==> config.mk <==
export PLATFORM = sky130hd
export DESIGN_NAME = clk_target_out
export DESIGN_NICKNAME = d
export VERILOG_FILES = /design/src/rtl/ctc_pkg.sv /design/src/rtl/ctc_target_reg.sv /design/src/rtl/ctc_match.sv /design/src/rtl/ctc_pin_drv.sv /design/src/rtl/clk_target_out.sv
export SDC_FILE = /design/constraint.sdc
export NUM_CORES = 1
export LEC_CHECK = 0
export ABC_AREA = 1
export BUFFER_PORTS_ARGS = -buffer_cell sky130_fd_sc_hd__buf_2
export CORE_UTILIZATION = 48
export DETAILED_ROUTE_END_ITERATION = 6
export HOLD_SLACK_MARGIN = 0.1
export PLACE_DENSITY = 0.76
export SETUP_SLACK_MARGIN = 0.2
export SLEW_MARGIN = 40
export SYNTH_ARGS = -nofsm -noshare
export SYNTH_HDL_FRONTEND = slang
export SYNTH_SLANG_ARGS = --single-unit
==> constraint.sdc <==
create_clock -name clk -period 1.7 [get_ports clk]
set_input_delay 0.51 -clock clk [delete_from_list [all_inputs] [get_ports clk]]
set_output_delay 0.51 -clock clk [all_outputs]
set_load 0.005 [all_outputs]
==> src/rtl/ctc_pkg.sv <==
package ctc_pkg;

  typedef enum logic [1:0] {
    MODE_PULSE  = 2'd0,
    MODE_TOGGLE = 2'd1,
    MODE_FLAG   = 2'd2,
    MODE_OFF    = 2'd3
  } out_mode_e;

  // Active state to pin level: pol=1 drives active as 1.
  function automatic logic drive_level(input logic active, input logic pol);
    return pol ? active : ~active;
  endfunction

  // Next pulse count: reload on event, else count down to zero.
  function automatic int unsigned pulse_next(input int unsigned cur,
                                             input logic evt,
                                             input int unsigned len);
    if (evt) return len;
    if (cur != 0) return cur - 1;
    return 0;
  endfunction

endpackage

==> src/rtl/ctc_target_reg.sv <==
module ctc_target_reg #(
  parameter int WORD_W = 32,
  localparam int TIME_W = 2 * WORD_W
) (
  input  logic              clk,
  input  logic              rst_n,
  input  logic              hi_wr,
  input  logic              lo_wr,
  input  logic [WORD_W-1:0] wdata,
  output logic [TIME_W-1:0] target
);

  logic [WORD_W-1:0] hi_stage;

  always_ff @(posedge clk) begin
    if (!rst_n) begin
      hi_stage <= '1;
      target   <= '1;
    end else begin
      if (hi_wr) hi_stage <= wdata;
      if (lo_wr) target   <= {hi_stage, wdata};
    end
  end

  assert_hi_only_R1: assert property (@(posedge clk) disable iff (!rst_n)
    (hi_wr && !lo_wr) |=> $stable(target));

endmodule

==> src/rtl/ctc_match.sv <==
module ctc_match #(
  parameter int TIME_W = 64
) (
  input  logic              clk,
  input  logic              rst_n,
  input  logic [TIME_W-1:0] time_now,
  input  logic [TIME_W-1:0] target,
  output logic              evt
);

  logic hit, hit_d;

  assign hit = (time_now == target);
  assign evt = hit && !hit_d;

  always_ff @(posedge clk) begin
    if (!rst_n) hit_d <= 1'b0;
    else        hit_d <= hit;
  end

  assert_single_evt_R2: assert property (@(posedge clk) disable iff (!rst_n)
    evt |=> !evt);

endmodule

==> src/rtl/ctc_pin_drv.sv <==
module ctc_pin_drv
  import ctc_pkg::*;
#(
  parameter int PULSE_CYCLES = 10,
  localparam int CNT_W = $clog2(PULSE_CYCLES + 1)
) (
  input  logic       clk,
  input  logic       rst_n,
  input  logic       evt,
  input  logic       flag,
  input  logic [1:0] mode,
  input  logic       pol,
  output logic       level
);

  logic [CNT_W-1:0] cnt;
  logic             tog;
  logic             active;

  always_ff @(posedge clk) begin
    if (!rst_n) begin
      cnt <= '0;
      tog <= 1'b0;
    end else begin
      cnt <= CNT_W'(pulse_next(int'(cnt), evt, PULSE_CYCLES));
      tog <= tog ^ evt;
    end
  end

  always_comb begin
    case (mode)
      MODE_PULSE:  active = (cnt != '0);
      MODE_TOGGLE: active = tog;
      MODE_FLAG:   active = flag;
      default:     active = 1'b0;
    endcase
  end

  assign level = drive_level(active, pol);

  assert_pulse_load_R6: assert property (@(posedge clk) disable iff (!rst_n)
    evt |=> (cnt == CNT_W'(PULSE_CYCLES)));
  assert_pulse_count_R5: assert property (@(posedge clk) disable iff (!rst_n)
    (!evt && cnt != '0) |=> (cnt == $past(cnt) - 1'b1));
  assert_toggle_flip_R7: assert property (@(posedge clk) disable iff (!rst_n)
    evt |=> (tog != $past(tog)));
  assert_toggle_hold_R7: assert property (@(posedge clk) disable iff (!rst_n)
    !evt |=> $stable(tog));

endmodule

==> src/rtl/clk_target_out.sv <==
module clk_target_out
  import ctc_pkg::*;
#(
  parameter int WORD_W       = 32,
  parameter int NUM_PINS     = 2,
  parameter int PULSE_CYCLES = 10,
  localparam int TIME_W = 2 * WORD_W
) (
  input  logic                  clk,
  input  logic                  rst_n,
  input  logic [TIME_W-1:0]     time_now,
  input  logic                  tgt_hi_wr,
  input  logic                  tgt_lo_wr,
  input  logic [WORD_W-1:0]     tgt_wdata,
  input  logic [2*NUM_PINS-1:0] pin_mode,
  input  logic [NUM_PINS-1:0]   pin_pol,
  input  logic [NUM_PINS-1:0]   ovr_oe,
  input  logic [NUM_PINS-1:0]   gpio_dir,
  input  logic                  flag_clr_sw,
  input  logic [NUM_PINS-1:0]   gpio_clr_req,
  input  logic [NUM_PINS-1:0]   gpio_clr_en,
  output logic [NUM_PINS-1:0]   pin_out,
  output logic [NUM_PINS-1:0]   pin_oe,
  output logic                  tgt_flag
);

  logic [TIME_W-1:0] target;
  logic              evt;
  logic              clr_any;

  ctc_target_reg #(.WORD_W(WORD_W)) u_target (
    .clk(clk), .rst_n(rst_n), .hi_wr(tgt_hi_wr), .lo_wr(tgt_lo_wr),
    .wdata(tgt_wdata), .target(target)
  );

  ctc_match #(.TIME_W(TIME_W)) u_match (
    .clk(clk), .rst_n(rst_n), .time_now(time_now), .target(target), .evt(evt)
  );

  assign clr_any = flag_clr_sw || |(gpio_clr_req & gpio_clr_en);

  always_ff @(posedge clk) begin
    if (!rst_n)       tgt_flag <= 1'b0;
    else if (evt)     tgt_flag <= 1'b1;
    else if (clr_any) tgt_flag <= 1'b0;
  end

  for (genvar p = 0; p < NUM_PINS; p++) begin : g_pin
    ctc_pin_drv #(.PULSE_CYCLES(PULSE_CYCLES)) u_drv (
      .clk(clk), .rst_n(rst_n), .evt(evt), .flag(tgt_flag),
      .mode(pin_mode[2*p +: 2]), .pol(pin_pol[p]), .level(pin_out[p])
    );
    assign pin_oe[p] = ovr_oe[p] | gpio_dir[p];
  end

  assert_flag_set_R2: assert property (@(posedge clk) disable iff (!rst_n)
    evt |=> tgt_flag);
  assert_flag_clear_R3: assert property (@(posedge clk) disable iff (!rst_n)
    (!evt && clr_any) |=> !tgt_flag);
  assert_flag_hold_R3: assert property (@(posedge clk) disable iff (!rst_n)
    (!evt && !clr_any) |=> $stable(tgt_flag));

endmodule

Word level (Yosys, flattened, before mapping)
Index checks and enable logic that the tools add are counted.
{"block": "word_totals", "ff_bits": 108, "input_bits": 115, "out_inout_bits": 5}
{"block": "classes", "addsub": 2, "eq_ne": 5, "n_mux": 21, "bitwise_logic": 7, "n_reduce_logical": 9}
{"op": "$eq 64x64->1", "count": 1}
{"op": "$mux 4", "count": 7}
{"op": "$mux 1", "count": 12}
{"op": "$reduce_bool 4->1", "count": 2}
{"op": "$sub 4x1->4 const B", "count": 2}
{"op": "$pmux 1 s3", "count": 2}
{"op": "$eq 2x1->1 const B", "count": 2}
{"op": "$eq 2x2->1 const B", "count": 2}
{"op": "$logic_not 2->1", "count": 2}
{"op": "$and 2x2->2", "count": 1}
{"op": "$not 1->1", "count": 2}
{"op": "$or 1x1->1", "count": 2}
{"op": "$reduce_bool 2->1", "count": 1}
{"op": "$reduce_or 2->1", "count": 1}
{"op": "$xor 1x1->1", "count": 2}
{"op": "$logic_and 1x1->1", "count": 1}
{"op": "$logic_not 1->1", "count": 1}
{"op": "$logic_or 1x1->1", "count": 1}

Logic depth before layout (Yosys ltp)
{"block": "depth", "ltp_word": 8, "mapped_depth": 12, "mapped_depth_nobuf": 12}

Modules after synthesis
From an unflattened synthesis, not the netlist that was laid out.
{"block": "unflattened", "cells_unflattened": 827, "hier_area_um2": 5342.6}
{"mod": "ctc_target_reg", "n_inst": 1, "cells_each": 417, "area_each_um2": 3497.1, "seq_area_each_um2": 1921.8}
{"mod": "ctc_match", "n_inst": 1, "cells_each": 327, "area_each_um2": 1293.7, "seq_area_each_um2": 20.0}
{"mod": "ctc_pin_drv", "n_inst": 2, "cells_each": 36, "area_each_um2": 241.5, "seq_area_each_um2": 100.1}
{"mod": "clk_target_out", "n_inst": 1, "cells_each": 11, "area_each_um2": 68.8, "seq_area_each_um2": 20.0}

Worst setup path before layout
Ideal clock, no wire load.
{"block": "synth_path", "path_kind": "input to output", "from": "input pin_mode[1]", "to": "output pin_out[0]", "arrival_ps": 1181, "required_time_ps": 1190, "slack_ps": 9, "cell_stages": 5, "cell_sequence": "inv_1 -> nand2_1 -> a221oi_1 -> xnor2_1 -> buf_4"}
{"block": "synth_via", "elab_chain_cells": 4}
{"item": "from (decl)", "line_no": "clk_target_out.sv:15", "source": "input logic [2*NUM_PINS-1:0] pin_mode,"}
{"item": "$eq 2x2->1 (tied with other cells)", "line_no": "ctc_pin_drv.sv:31", "source": "case (mode)"}
{"item": "$pmux 1 s3 (*)", "line_no": "ctc_pin_drv.sv:31"}
{"item": "$not 1->1", "line_no": "ctc_pkg.sv:12", "source": "return pol ? active : ~active;"}
{"item": "$mux 1 (*)", "line_no": "ctc_pkg.sv:12"}
{"item": "to (decl)", "line_no": "clk_target_out.sv:22", "source": "output logic [NUM_PINS-1:0] pin_out,"}
Mark *: on every way between the ends. The rest lies on a longest branch, timed or not.

Worst setup path after layout
{"block": "layout_path", "from": "register g_pin[0].u_drv.cnt[0]", "to": "output pin_out[0]"}
{"block": "layout_via", "elab_chain_cells": 4}
{"item": "from (decl)", "line_no": "ctc_pin_drv.sv:16", "source": "logic [CNT_W-1:0] cnt;"}
{"item": "from (signal assigned)", "line_no": "ctc_pin_drv.sv:25", "source": "cnt <= CNT_W'(pulse_next(int'(cnt), evt, PULSE_CYCLES));"}
{"item": "$reduce_bool 4->1 (*)", "line_no": "ctc_pin_drv.sv:32", "source": "MODE_PULSE: active = (cnt != '0);"}
{"item": "$pmux 1 s3 (*)", "line_no": "ctc_pin_drv.sv:31"}
{"item": "$not 1->1", "line_no": "ctc_pkg.sv:12"}
{"item": "$mux 1 (*)", "line_no": "ctc_pkg.sv:12"}
Marks and branches as above.

==> results by group <==
Global route
  • Pin count of the biggest net entering global routing: 50
  • Vias in the first global route: 4,423
  • GRT Util Overall: 0.234
  • First-pass GRT wire length: 19,300 microns
  • Number of antenna violations at the first check in global routing: 0
  • GRT overflow: 0

Status
  • Result of the run: complete, but fails checks
  • Violated checks: negative setup slack

Logic synthesis
  • Simple-Gate Fraction of Synth Area: 0.332
  • Xor-xnor portion of the synthesized cell area: 0.0539
  • Primary FF master, synth: sky130_fd_sc_hd__dfxtp_1
  • Warnings, synthesis: 0
  • Compound-Gate Fraction of Synth Area: 0.0816
  • Fraction of the yosys area taken by sequential cells: 0.443
  • Multiplexer share of the synthesized area: 0
  • Cell type contributing the most total cell area after synthesis: sky130_fd_sc_hd__dfxtp_1
  • Combinational family with the most area after synthesis: simple AND/OR/NAND/NOR gates
  • Adder-cell share of the synthesized area: 0
  • Syn avg cell area: 6.68 sq um
  • Flop and latch count out of synthesis: 108
  • Synth cell types: 19
  • Top area cells in the synthesized netlist: sky130_fd_sc_hd__dfxtp_1 44%, sky130_fd_sc_hd__nand2_1 20%, sky130_fd_sc_hd__nand3_1 6.7%, sky130_fd_sc_hd__inv_1 6.1%, sky130_fd_sc_hd__xor2_1 5.0%
  • Total standard cell area after synthesis: 0.00488 sq mm
  • Cells after synthesis: 730
  • Number of enable flip-flop cells after synthesis: 0
  • Top cell type's share of synthesized area: 0.443
  • Nets in the synthesized netlist: 845
  • FFs w/ async S/R, synth: 0

Floorplanning
  • Core Footprint: 0.00982 sq mm
  • Die height: 103 microns
  • Starting density of the core: 0.497
  • Floorplan die width: 103 microns
  • Total Die Area: 0.0106 sq mm
  • Floorplan row count: 36
  • Number of placed I/O pins: 120

Cells and area
  • Area growth from synthesis to layout: 25.8%
  • Share of layout cells above drive strength 1: 0.265
  • Final net count: 962
  • Utilization after layout: 0.624
  • Number of filler instances in the final layout: 936
  • Antenna diode count: 0

Routing
  • Number of remaining DRC errors: 0
  • Vias per cell: 4.87
  • DR iter-0 viols: 197
  • Wirelength, routed: 11,900 microns
  • Wirelength per Cell: 12.1 microns
  • Number of iterations in the first detailed-routing pass: 4
  • Number of nets with antenna violations after detailed routing: 0
  • Vias: 4,795

Timing
  • Setup repair after global routing missed its margin: yes
  • Sum of negative setup slack: -0.434 ns
  • Clk_skew: 0.0148 ns
  • Fmax: 517 MHz
  • Total setup violations reported at the end of the flow: 2
  • Portion of the clock cycle consumed by the worst path in the final layout: 1.14
  • Shortest clock period the worst path allows after layout: 1.93 ns
  • Post-route setup slack: -0.235 ns
  • Measured slew at the worst slew-check pin: 0.526 ns
  • Slew Limit Fails: 0
  • Min Hold Slack: 0.362 ns
  • Tightest slew margin relative to the limit: 0.649
  • Final-report hold violation count: 0

Clock tree
  • CTS tree: done
  • Clock slew at reported path FFs: 0.11 ns
  • Number of buffers inserted during clock tree synthesis: 9
  • Clk root buf: sky130_fd_sc_hd__clkbuf_8
  • Number of H-tree branching levels: 3
  • Number of clock sinks seen by CTS: 108
  • Clock latency on the worst-skew pair: 0.37 ns
  • Buffer levels on the longest clock path: 2
  • Hold buffer count at cts: 0

Setup path
  • Worst setup EP type: primary output
  • Required time of the worst setup path: 1.19 ns
  • Highest-delay cell along the critical path: sky130_fd_sc_hd__dfxtp_2
  • Delay-heaviest family, CP: flip-flops
  • Critical path buffer and inverter count: 1
  • Cell-by-cell listing of the critical path: nor2_2 -> nand2_2 -> nor2_4 -> a221oi_2 -> xnor2_1 -> buf_2
  • CP arrival: 1.42 ns
  • Start-to-end type of the worst setup path: reg2out
  • Critical path fanouts, max: 2
  • Startpoint type of the worst setup path: flip-flop
  • Worst stage delay on the critical path: 0.36 ns

Run
  • Count of max-cap constraint violations: 0

Place
  • Number of buffer cells added on primary ports: 119
  • Placer congestion estimate: 0.862
  • Pre-CTS worst setup slack: -0.176 ns
  • HPWL after DPL: 8530 microns

Pwr
  • Seq pwr share: 0.527
  • Cell Pwr Density: 878 mW/mm^2
  • Switching share of total power: 0.300
  • Total design power: 0.00539 W
  • Gate power share: 0.199
  • Proportion of power drawn by the clock network: 0.274
  • Lkg Pwr: 3.22 nW
  • Switching power total: 0.00162 W
  • Worst ir drop on vdd: 0.392 mV
  • Internal Pwr Total: 0.00377 W

Hold path
  • Type of the most critical hold path: in2reg
==> final cells by class <==
type / count / area (sq um) / share of cell area
clock buffers: 10 / 128 / 0.0208
flip-flops and latches: 108 / 2190 / 0.356
well taps: 133 / 166 / 0.0271
repair buffers: 139 / 791 / 0.129
inverters: 80 / 325 / 0.0531
multi-input cells: 509 / 2480 / 0.404
clock inverters: 6 / 56.3 / 0.00918
==> stage by stage <==
| stage | cell area [sq um] | std cells |
|---|---|---|
| after floorplan | 4930 | 730 |
| after global placement | 5660 | 957 |
| after detailed placement | 5660 | 957 |
| after CTS | 5980 | 980 |
| after global routing | 6130 | 985 |
| final | 6130 | 985 |
==> state kept, by name, summed over array words and instances (netlist names) <==
signal	flops
u_target.target	64
g_pin.u_drv.tog	2
u_match.hit_d	1
g_pin.u_drv.cnt	8
u_target.hi_stage	32
tgt_flag	1
==> routing by layer <==
metal	routed length [microns]	global-route usage	up-vias
li1	-	-	2491
met1	5270	0.281	2165
met2	5910	0.410	124
met3	583	0.0536	15
met4	183	0.0856	0
met5	0	0	-
==> path summary, 6_finish.rpt <==
check / startpoint / end / slack, ns / depth (start not counted)
hold reg to reg: u_target.hi_stage[23] / u_target.hi_stage[23] / 0.47 / 2
hold / removal: tgt_wdata[10] / u_target.target[10] / 0.36 / 3
setup reg to reg: u_target.target[36] / g_pin[1].u_drv.tog / 0.13 / 12
setup / recovery: g_pin[0].u_drv.cnt[0] / pin_out[0] / -0.23 / 6
==> layout by cell type (no fill, tap or decap) <==
master / netlist / routed
sky130_fd_sc_hd__nand2_1: 263 / 248
sky130_fd_sc_hd__a221oi_2: 0 / 2
sky130_fd_sc_hd__dfxtp_1: 108 / 89
sky130_fd_sc_hd__inv_6: 0 / 1
sky130_fd_sc_hd__nor2_2: 2 / 11
sky130_fd_sc_hd__clkbuf_8: 0 / 9
sky130_fd_sc_hd__nand2_2: 0 / 11
sky130_fd_sc_hd__dfxtp_2: 0 / 19
sky130_fd_sc_hd__inv_8: 0 / 2
sky130_fd_sc_hd__nand3_1: 65 / 65
sky130_fd_sc_hd__xnor2_1: 2 / 2
sky130_fd_sc_hd__nor2_4: 0 / 7
sky130_fd_sc_hd__buf_12: 0 / 3
sky130_fd_sc_hd__nor2_1: 65 / 49
sky130_fd_sc_hd__clkinv_4: 0 / 2
sky130_fd_sc_hd__o21ai_0: 33 / 33
sky130_fd_sc_hd__xor2_1: 28 / 28
sky130_fd_sc_hd__or2_4: 0 / 2
sky130_fd_sc_hd__buf_2: 0 / 119
sky130_fd_sc_hd__nand2_4: 0 / 4
sky130_fd_sc_hd__clkinvlp_4: 0 / 1
sky130_fd_sc_hd__nand3_4: 1 / 2
sky130_fd_sc_hd__a21oi_4: 0 / 1
sky130_fd_sc_hd__a21oi_1: 40 / 33
sky130_fd_sc_hd__inv_2: 0 / 5
sky130_fd_sc_hd__a21oi_2: 0 / 6
sky130_fd_sc_hd__nand4_1: 3 / 3
sky130_fd_sc_hd__buf_4: 2 / 15
sky130_fd_sc_hd__buf_6: 0 / 2
sky130_fd_sc_hd__clkbuf_1: 27 / 1
sky130_fd_sc_hd__o21a_1: 2 / 2
sky130_fd_sc_hd__inv_1: 79 / 72
sky130_fd_sc_hd__inv_12: 0 / 2
sky130_fd_sc_hd__clkinv_1: 1 / 1
==> power by group through the flow <==
stage | Clock [W] | Combinational [W] | Sequential (W)
floorplan | 0 | 0.000553 | 0.00285
global placement | 0 | 0.000809 | 0.00287
detailed placement | 0 | 0.000850 | 0.00288
CTS | 0.00151 | 0.000968 | 0.00283
global route | 0.00163 | 0.00120 | 0.00286
finish | 0.00148 | 0.00107 | 0.00284
==> Yosys cell counts (3+ instances only) <==
master / count
sky130_fd_sc_hd__a21oi_1: 40
sky130_fd_sc_hd__buf_1: 5
sky130_fd_sc_hd__clkbuf_1: 27
sky130_fd_sc_hd__dfxtp_1: 108
sky130_fd_sc_hd__inv_1: 79
sky130_fd_sc_hd__nand2_1: 263
sky130_fd_sc_hd__nand3_1: 65
sky130_fd_sc_hd__nand4_1: 3
sky130_fd_sc_hd__nor2_1: 65
sky130_fd_sc_hd__o21ai_0: 33
sky130_fd_sc_hd__xor2_1: 28
==> what timing repair did <==
item                                    4_1_cts  5_1_grt
endpoints found under the setup margin       15       14
gates resized for setup                      33       42
pin swaps                                    20       29
setup buffers                                 6        5
gates cloned                                  1        0
==> cells by family (layout without fill, tap and decap cells) <==
group,after synthesis,count (layout)
compound gates,77,77
xor+xnor,30,30
buf+inv,114,235
flops,108,108
simple gates,401,402
==> worst min-delay path, delay by kind of cell <==
kind | cells | cell delay (ns)
buf+inv | 1 | 0.09
simple gates | 2 | 0.10
(Power assumes the default switching activity.)
